[src/rtl/pcg_pkg.sv]
package pcg_pkg;

  // Kind of enable each bit position produces
  typedef enum logic [2:0] {
    PCG_RT_OFF,
    PCG_RT_FULL,
    PCG_RT_HALF,
    PCG_RT_LOW,
    PCG_RT_LEVEL
  } pcg_rate_e;

  // Classify one bit position from the configuration masks
  function automatic pcg_rate_e pcg_rate_of(input int unsigned idx,
                                            input int unsigned wr_m,
                                            input int unsigned half_m,
                                            input int unsigned low_m,
                                            input int unsigned lvl_idx);
    if (wr_m[idx] == 1'b0) return PCG_RT_OFF;
    if (idx == lvl_idx)    return PCG_RT_LEVEL;
    if (half_m[idx])       return PCG_RT_HALF;
    if (low_m[idx])        return PCG_RT_LOW;
    return PCG_RT_FULL;
  endfunction

  // Enable value for one bit given its class and the shared timing sources
  function automatic logic pcg_gate(input pcg_rate_e rt,
                                    input logic      en_bit,
                                    input logic      half_ph,
                                    input logic      stb);
    logic g;
    case (rt)
      PCG_RT_FULL: g = 1'b1;
      PCG_RT_HALF: g = half_ph;
      PCG_RT_LOW:  g = stb;
      default:     g = 1'b0;
    endcase
    return en_bit & g;
  endfunction

endpackage

[src/rtl/pcg_ctrl_reg.sv]
module pcg_ctrl_reg #(
  parameter int unsigned DATA_W   = 16,
  parameter int unsigned ADDR_W   = 4,
  parameter int unsigned REG_ADDR = 12,
  parameter int unsigned WR_MASK  = 32'h0000_FD78
) (
  input  logic              clk,
  input  logic              rst_n,
  input  logic              bus_sel,
  input  logic              bus_wr,
  input  logic [ADDR_W-1:0] bus_addr,
  input  logic [DATA_W-1:0] bus_wdata,
  input  logic              prot_unlock,
  output logic [DATA_W-1:0] bus_rdata,
  output logic [DATA_W-1:0] ctrl_q,
  output logic              wr_ok,
  output logic              wr_blocked,
  output logic              viol_q
);

  localparam logic [ADDR_W-1:0] HIT_ADDR = REG_ADDR[ADDR_W-1:0];
  localparam logic [DATA_W-1:0] WMASK    = WR_MASK[DATA_W-1:0];

  logic addr_hit;
  logic wr_try;

  assign addr_hit   = bus_sel && (bus_addr == HIT_ADDR);
  assign wr_try     = addr_hit && bus_wr;
  assign wr_ok      = wr_try && prot_unlock;
  assign wr_blocked = wr_try && !prot_unlock;

  always_ff @(posedge clk or negedge rst_n) begin
    if (!rst_n) begin
      ctrl_q <= '0;
    end else if (wr_ok) begin
      ctrl_q <= bus_wdata & WMASK;
    end
  end

  always_ff @(posedge clk or negedge rst_n) begin
    if (!rst_n) begin
      viol_q <= 1'b0;
    end else if (wr_blocked) begin
      viol_q <= 1'b1;
    end
  end

  assign bus_rdata = addr_hit ? ctrl_q : '0;

endmodule

[src/rtl/pcg_delay_line.sv]
module pcg_delay_line #(
  parameter int unsigned W     = 16,
  parameter int unsigned DEPTH = 2
) (
  input  logic         clk,
  input  logic         rst_n,
  input  logic [W-1:0] d,
  output logic [W-1:0] q
);

  logic [W-1:0] stage_q [DEPTH];

  for (genvar s = 0; s < DEPTH; s++) begin : g_stage
    logic [W-1:0] stage_d;
    if (s == 0) begin : g_first
      assign stage_d = d;
    end else begin : g_next
      assign stage_d = stage_q[s-1];
    end
    always_ff @(posedge clk or negedge rst_n) begin
      if (!rst_n) stage_q[s] <= '0;
      else        stage_q[s] <= stage_d;
    end
  end

  assign q = stage_q[DEPTH-1];

endmodule

[src/rtl/pcg_rate_gen.sv]
module pcg_rate_gen
  import pcg_pkg::*;
#(
  parameter int unsigned DATA_W    = 16,
  parameter int unsigned WR_MASK   = 32'h0000_FD78,
  parameter int unsigned HALF_MASK = 32'h0000_C000,
  parameter int unsigned LOW_MASK  = 32'h0000_3000,
  parameter int unsigned SYNC_IDX  = 3
) (
  input  logic              clk,
  input  logic              rst_n,
  input  logic [DATA_W-1:0] dly_q,
  input  logic              lowspd_stb,
  output logic [DATA_W-1:0] clk_en,
  output logic              tb_sync,
  output logic              half_ph
);

  always_ff @(posedge clk or negedge rst_n) begin
    if (!rst_n) half_ph <= 1'b0;
    else        half_ph <= ~half_ph;
  end

  for (genvar i = 0; i < DATA_W; i++) begin : g_bit
    localparam pcg_rate_e RT = pcg_rate_of(i, WR_MASK, HALF_MASK, LOW_MASK, SYNC_IDX);
    assign clk_en[i] = pcg_gate(RT, dly_q[i], half_ph, lowspd_stb);
  end

  assign tb_sync = dly_q[SYNC_IDX];

endmodule

[src/rtl/pcg_top.sv]
module pcg_top #(
  parameter int unsigned DATA_W    = 16,
  parameter int unsigned ADDR_W    = 4,
  parameter int unsigned REG_ADDR  = 12,
  parameter int unsigned DELAY     = 2,
  parameter int unsigned WR_MASK   = 32'h0000_FD78,
  parameter int unsigned HALF_MASK = 32'h0000_C000,
  parameter int unsigned LOW_MASK  = 32'h0000_3000,
  parameter int unsigned SYNC_IDX  = 3
) (
  input  logic              clk,
  input  logic              rst_n,
  input  logic              bus_sel,
  input  logic              bus_wr,
  input  logic [ADDR_W-1:0] bus_addr,
  input  logic [DATA_W-1:0] bus_wdata,
  output logic [DATA_W-1:0] bus_rdata,
  input  logic              prot_unlock,
  input  logic              lowspd_stb,
  output logic [DATA_W-1:0] clk_en,
  output logic              tb_sync,
  output logic              prot_viol
);

  // Named internal events, visible to the bound checker
  logic [DATA_W-1:0] ctrl_q;
  logic [DATA_W-1:0] dly_q;
  logic              wr_ok;
  logic              wr_blocked;
  logic              half_ph;

  pcg_ctrl_reg #(
    .DATA_W  (DATA_W),
    .ADDR_W  (ADDR_W),
    .REG_ADDR(REG_ADDR),
    .WR_MASK (WR_MASK)
  ) u_reg (
    .clk        (clk),
    .rst_n      (rst_n),
    .bus_sel    (bus_sel),
    .bus_wr     (bus_wr),
    .bus_addr   (bus_addr),
    .bus_wdata  (bus_wdata),
    .prot_unlock(prot_unlock),
    .bus_rdata  (bus_rdata),
    .ctrl_q     (ctrl_q),
    .wr_ok      (wr_ok),
    .wr_blocked (wr_blocked),
    .viol_q     (prot_viol)
  );

  pcg_delay_line #(
    .W    (DATA_W),
    .DEPTH(DELAY)
  ) u_dly (
    .clk  (clk),
    .rst_n(rst_n),
    .d    (ctrl_q),
    .q    (dly_q)
  );

  pcg_rate_gen #(
    .DATA_W   (DATA_W),
    .WR_MASK  (WR_MASK),
    .HALF_MASK(HALF_MASK),
    .LOW_MASK (LOW_MASK),
    .SYNC_IDX (SYNC_IDX)
  ) u_rate (
    .clk       (clk),
    .rst_n     (rst_n),
    .dly_q     (dly_q),
    .lowspd_stb(lowspd_stb),
    .clk_en    (clk_en),
    .tb_sync   (tb_sync),
    .half_ph   (half_ph)
  );

endmodule

[config.mk]
export PLATFORM = sky130hd
export DESIGN_NAME = pcg_top
export DESIGN_NICKNAME = d
export VERILOG_FILES = /design/src/rtl/pcg_pkg.sv /design/src/rtl/pcg_ctrl_reg.sv /design/src/rtl/pcg_delay_line.sv /design/src/rtl/pcg_rate_gen.sv /design/src/rtl/pcg_top.sv
export SDC_FILE = /design/constraint.sdc
export NUM_CORES = 1
export LEC_CHECK = 0
export ABC_AREA = 1
export BUFFER_PORTS_ARGS = -buffer_cell sky130_fd_sc_hd__buf_2
export CORE_UTILIZATION = 28
export CTS_CLUSTER_SIZE = 8
export DETAILED_ROUTE_END_ITERATION = 8
export GPL_ROUTABILITY_DRIVEN = 0
export SKIP_CTS_REPAIR_TIMING = 1
export SLEW_MARGIN = 25
export SYNTH_ARGS = -nofsm -noshare
export SYNTH_HDL_FRONTEND = slang
export SYNTH_HIERARCHICAL = 1
export SYNTH_SLANG_ARGS = --single-unit
[constraint.sdc]
create_clock -name clk -period 1.5 [get_ports clk]
set_clock_uncertainty 0.15 [all_clocks]
set_input_delay 0.375 -clock clk [delete_from_list [all_inputs] [get_ports clk]]
set_output_delay 0.375 -clock clk [all_outputs]
set_load 0.02 [all_outputs]
# == Word level (Yosys, flattened, before mapping) ==
# Index checks and enable logic that the tools add are counted.
# op_classes
add_sub_neg,0
n_bitwise,5
n_div,0
muxes,1
eq_ne,1
order_cmp,0
n_shift,0
n_mul,0
reduce_logical,5
# op_table
operator,count
$mux W16,1
$and A1 B1 Y1,4
$eq A4 B4 Y1 const B,1
$logic_and A1 B1 Y1,4
$logic_not A1 Y1,1
$not A1 Y1,1
# totals
latchBits,0
word_cells,17
memories,0
out_inout_bits,34
rom_bits,0
mem_bits_rw,0
ff_bits,35

# == Logic depth before layout (Yosys ltp) ==
# Gate-level depths: netlist of the first run.
# logic_depth
word_depth,4
ltp_mapped,6
mapped_depth_nobuf,5

# == Hierarchy ==
# Netlist of the first run, hierarchy kept.
# by_module_without_submodules
module,cells_each,n_inst,area_per_inst_um2
pcg_delay_line,32,1,800.8
pcg_ctrl_reg,99,1,770.7
pcg_rate_gen,24,1,160.2

# == Worst setup path before layout of the first run ==
# Ideal clock, no wire load.
# synth_timing
path_kind,in2out
startpoint,in bus_addr[0]
endpoint,out bus_rdata[10]
stages,6
t_arrival_ps,1008
setup_slack_ps,-33
path_buffers,1
cell_sequence,inv_1 -> nand2_1 -> nor2_4 -> inv_2 -> buf_6 -> nor2_2
# synth_between
elab_chain_len,3
# synth_lines
element,line,rtl
from (decl),pcg_top.sv:15,"input logic [ADDR_W-1:0] bus_addr,"
$eq A4 B4 Y1,pcg_ctrl_reg.sv:27,assign addr_hit = bus_sel && (bus_addr == HIT_ADDR);
$logic_and A1 B1 Y1,pcg_ctrl_reg.sv:27,
$mux W16,pcg_ctrl_reg.sv:48,assign bus_rdata = addr_hit ? ctrl_q : '0;
to (decl),pcg_top.sv:17,"output logic [DATA_W-1:0] bus_rdata,"
# No other way between the ends.

# == Worst setup path in the final report of the first run ==
# layout_timing
startpoint,in bus_addr[0]
endpoint,out bus_rdata[5]
# The elaborated chain is that of the path after synthesis.

==> out/results.ini, run 1 <==
[run_status]
outcome = finished with violations
violations = negative setup slack

[place]
dp_cells = 238
dp_hpwl_mm = 1.72
port_buffers = 43
placed_area_um2 = 1630

[global_route]
antenna_found_initial = 0
grt_pass1_wl_mm = 3.50
grt_pass1_vias = 794
grt_usage = 0.0904
grt_overflow = 0
grt_max_degree = 21

[setup_path]
cp.required_ps = 970
max_stage_delay_ps = 140
crit_type = in -> out
path_cells = buf_2 -> inv_1 -> nand2_1 -> nor2_4 -> inv_6 -> nor2_2 -> buf_4
crit_arrival_ps = 1060
path_buf_inv = 4
worst_setup_path_start_kind = primary input
path_max_fanout = 11
crit_slowest_cell = nor2_4
crit_path_end_kind = primary output
path_delay_family = buffers and inverters

[synth]
synth_area_um2 = 1440
netlist_instances = 138
syn_avg_cell_area_um2 = 10.4
yosysWarnings = 6

[clock_tree]
cts_tree = done
h-tree-depth = 2
clk_pin_slew_ps = 70
cts-buffers-inserted = 5
cts_sinks = 35
cts-root-buf = clkbuf_8
clock_latency_ps = 280
clk_path_buf_depth = 2

[timing]
period_minus_slack_ps = 1580
hold_ws_ps = 190
fin_setup_tns_ps = -755
setup_viol = 11
finalMaxSlewViolations = 0
rsz0062_at_grt = true
min_period_over_period = 1.05
hold_viol_final = 0
fmax_ghz = 0.632
fin_ws_ps = -81.8

[pwr]
leakagePower_nw = 1.00
p_per_area_nw_per_um2 = 1290
ir_drop_uv = 476

[die]
die_h_um = 73.6
dieArea_um2 = 5420
io_pins = 60
start_util = 0.298
coreArea_um2 = 4820
die_w_um = 73.6
placement_rows = 25

[detailed_routing]
routed_wl_mm = 2.20
drc_errors = 0
firstDrtPassIters = 4
wl_per_cell_um = 8.89
ant_nets = 0
drt-vias-per-instance = 3.68
drtIter0Drc = 17
dr_total_vias = 908

[job]
cap_violations = 0

[finish]
fin_util = 0.377
diodes = 0
area_growth_pct = 26.6
fillers = 508
design_area_um2 = 1820
multi_input_area_um2 = 337
final_nets = 205
drive_above_1_share = 0.389
final_cells = 247
seq_area_um2 = 876

[worst_hold_path]
hp-class = in -> reg

[tightest hold or removal path, delay by kind of cell]
family | cells | cell delay [ps]
buf+inv | 1 | 90
simple gates | 2 | 120
[metal layers]
| layer | vias up | part of all wire | GRT usage |
|---|---|---|---|
| li1 | 466 | - | - |
| met1 | 395 | 0.42 | 0.103 |
| met2 | 40 | 0.47 | 0.134 |
| met3 | 7 | 0.080 | 0.0412 |
| met4 | 0 | 0.033 | 0.0641 |
| met5 | - | 0 | 0 |
[worst paths after layout]
check	to	from	slack (ps)	cells past startpoint
max	bus_rdata[5]	bus_addr[0]	-80	7
min	u_reg/ctrl_q[10]	bus_wdata[10]	190	3
max reg2reg	u_reg/ctrl_q[3]	u_reg/ctrl_q[3]	710	2
min reg2reg	u_dly/q[12]	u_dly/g_stage[1].stage_d[12]	200	0
max in group asynchronous	u_rate/half_ph	rst_n	400	3
min in group asynchronous	u_reg/viol_q	rst_n	380	2
[power by group]
part           leakage [nW]  total (W)  internal, W  switching, W
Clock                0.0644   0.000990     0.000662      0.000328
Combinational         0.480   0.000257    0.0000871      0.000170
Sequential            0.459    0.00110      0.00106     0.0000449
Total                  1.00    0.00235      0.00181      0.000542
[layout by cell type, fill, tap and decap left out, types with 2 or more instances in the layout]
cell type	instances
buf_4	14
inv_1	20
clkbuf_8	5
nor2_2	11
bufinv_16	2
nand2_1	29
dfrtp_1	35
conb_1	11
nand4_1	11
buf_2	31
nor2_1	2
[registers in the layout (all words and copies together) (netlist names)]
name,count
u_rate/half_ph,1
u_dly/q,11
u_dly/g_stage.stage_d,11
u_reg/viol_q,1
u_reg/ctrl_q,11
[cell type report]
cell class | count | share of cell area
clock buffer | 5 | 0.0379
clock inverter | 3 | 0.0372
inverter | 21 | 0.0461
multi-input combinational | 68 | 0.185
sequential | 35 | 0.482
tap | 67 | 0.0461
timing repair buffer | 48 | 0.166
[per-stage QoR]
step | power (W) | setup WS (ps)
2_1_floorplan | 0.00131 | -33.1
3_3_place_gp | 0.00137 | -172
3_5_place_dp | 0.00138 | -165
4_1_cts | 0.00237 | -167
5_1_grt | 0.00247 | -154
6_report | 0.00235 | -81.8
Note: power is estimated with default switching activity, not from simulation.
==> inputs of run 2 (changes only) <==
PLACE_DENSITY = 0.52   (was unset)
==> out/results.ini, run 2 (synthesis gave the netlist of run 1 again) <==
[pwr]
ir_drop_uv = 523  ; +10%
p_per_area_nw_per_um2 = 1240  ; -4.4%
leakagePower_nw = 0.999  ; -0.41%
p_total_w = 0.00221  ; -5.7%

[setup_path]
crit_path_end_kind = primary output
path_max_fanout = 11  ; unchanged
crit_arrival_ps = 1070  ; about the same
worst_setup_path_start_kind = primary input
crit_slowest_cell = buf_4
cp.required_ps = 970  ; about the same
rrSetupSlack_ps = 710  ; about the same
reg2regPathDepth = 2  ; unchanged
worstReg2RegEnd = u_reg/ctrl_q[8]
crit_type = in -> out
path_cells = buf_2 -> inv_1 -> nand2_1 -> nor2_4 -> inv_6 -> nor2_2 -> buf_4
timing.rr.start = u_reg/ctrl_q[8]
max_stage_delay_ps = 150  ; about the same

[die]
die_h_um = 73.6  ; unchanged
placement_rows = 25  ; unchanged
coreArea_um2 = 4820  ; unchanged
io_pins = 60  ; unchanged
start_util = 0.298  ; unchanged
die_w_um = 73.6  ; unchanged
dieArea_um2 = 5420  ; unchanged

[finish]
final_cell_mix = dfrtp_1 (35), buf_2 (32), nand2_1 (29)
diodes = 0  ; unchanged
drive_above_1_share = 0.389  ; unchanged
final_nets = 205  ; unchanged
design_area_um2 = 1790  ; -1.4%
final_common_cell = dfrtp_1
fin_util = 0.372  ; -0.00520
area_growth_pct = 24.8

[global_route]
grt_pass1_vias = 799  ; +0.63%
grt_overflow = 0  ; unchanged
grt_usage = 0.0967  ; +0.00630
grt_pass1_wl_mm = 3.64  ; +4.1%
antenna_found_initial = 0  ; unchanged
grt_max_degree = 21  ; unchanged

[place]
place_ws_ps = -192  ; -27.5 ps
placed_area_um2 = 1630  ; unchanged
dp_hpwl_mm = 1.74  ; +1.2%
port_buffers = 43  ; unchanged

[worst_hold_path]
min_to = u_reg/ctrl_q[11]
worstHoldStart = bus_wdata[11]
hp-class = in -> reg
holdPathStages = 3  ; unchanged

[clock_tree]
cts-root-buf = clkbuf_8
h-tree-depth = 2  ; unchanged
cts_tree = done
clock_latency_ps = 280  ; about the same
cts-buffers-inserted = 5  ; unchanged
clk_path_buf_depth = 2  ; unchanged
clk_pin_slew_ps = 70  ; about the same
cts_sinks = 35  ; unchanged

[detailed_routing]
dr_total_vias = 903  ; -0.55%
ant_nets = 0  ; unchanged
wl_per_cell_um = 10.1  ; +14%
firstDrtPassIters = 4  ; unchanged
drc_errors = 0  ; unchanged
drtIter0Drc = 46  ; +29
drt-vias-per-instance = 3.66  ; -0.55%
routed_wl_mm = 2.50  ; +14%

[timing]
period_minus_slack_ps = 1600  ; +17.2 ps
setup_viol = 11  ; unchanged
fmax_ghz = 0.625  ; -1.1%
hold_viol_final = 0  ; unchanged
fin_ws_ps = -98.9  ; -17.2 ps
rsz0062_at_grt = true
finalMaxSlewViolations = 0  ; unchanged
hold_ws_ps = 192  ; +1.52 ps
min_period_over_period = 1.07  ; +0.0114

[job]
cap_violations = 0  ; unchanged

[run_status]
outcome = finished with violations
violations = negative setup slack

## run 2: cell type report
| cell class | count | area, um^2 |
|---|---|---|
| tap | 67 | 83.8 |
| clock inverter | 2 | 35.0 |
| sequential | 35 | 876 |
| inverter | 21 | 83.8 |
| fill | 512 | 3020 |
| timing repair buffer | 48 | 295 |
| clock buffer | 6 | 82.6 |
| multi-input combinational | 68 | 337 |
## run 2: worst max path at each step
stage                      startpoint            end  slack (ps)  depth (start not counted)
final                     bus_addr[0]   bus_rdata[3]        -100                          7
after global routing      bus_addr[1]   bus_rdata[3]        -170                          7
after CTS                 bus_addr[0]   bus_rdata[3]        -190                          7
after detailed placement  bus_addr[0]   bus_rdata[3]        -190                          7
after global placement    bus_addr[0]  bus_rdata[12]        -190                          7
after floorplan           bus_addr[0]  bus_rdata[10]         -30                          6
## run 2: through the flow
step                      cells  TNS [ps]
final                       247      -843
after global routing        247     -1570
after CTS                   246     -1980
after detailed placement    238     -1980
after global placement      238     -2000
after floorplan             147      -331
## run 2: power breakdown
group	switching, W	internal, W	leakage (nW)	total (W)
logic	0.000167	0.0000829	0.479	0.000250
registers	0.0000444	0.00106	0.459	0.00110
clock network	0.000327	0.000537	0.0612	0.000864
total	0.000539	0.00168	0.999	0.00221
## run 2: layer usage
metal / vias up / share of wire / global-route usage
met2: 40 / 0.50 / 0.155
met5: - / 0 / 0
li1: 468 / - / -
met1: 391 / 0.42 / 0.106
met3: 4 / 0.068 / 0.0384
met4: 0 / 0.017 / 0.0641
## run 2: critical path: cells and delay by family
kind,cells,cell delay (ps)
buf+inv,4,380
simple gates,3,320
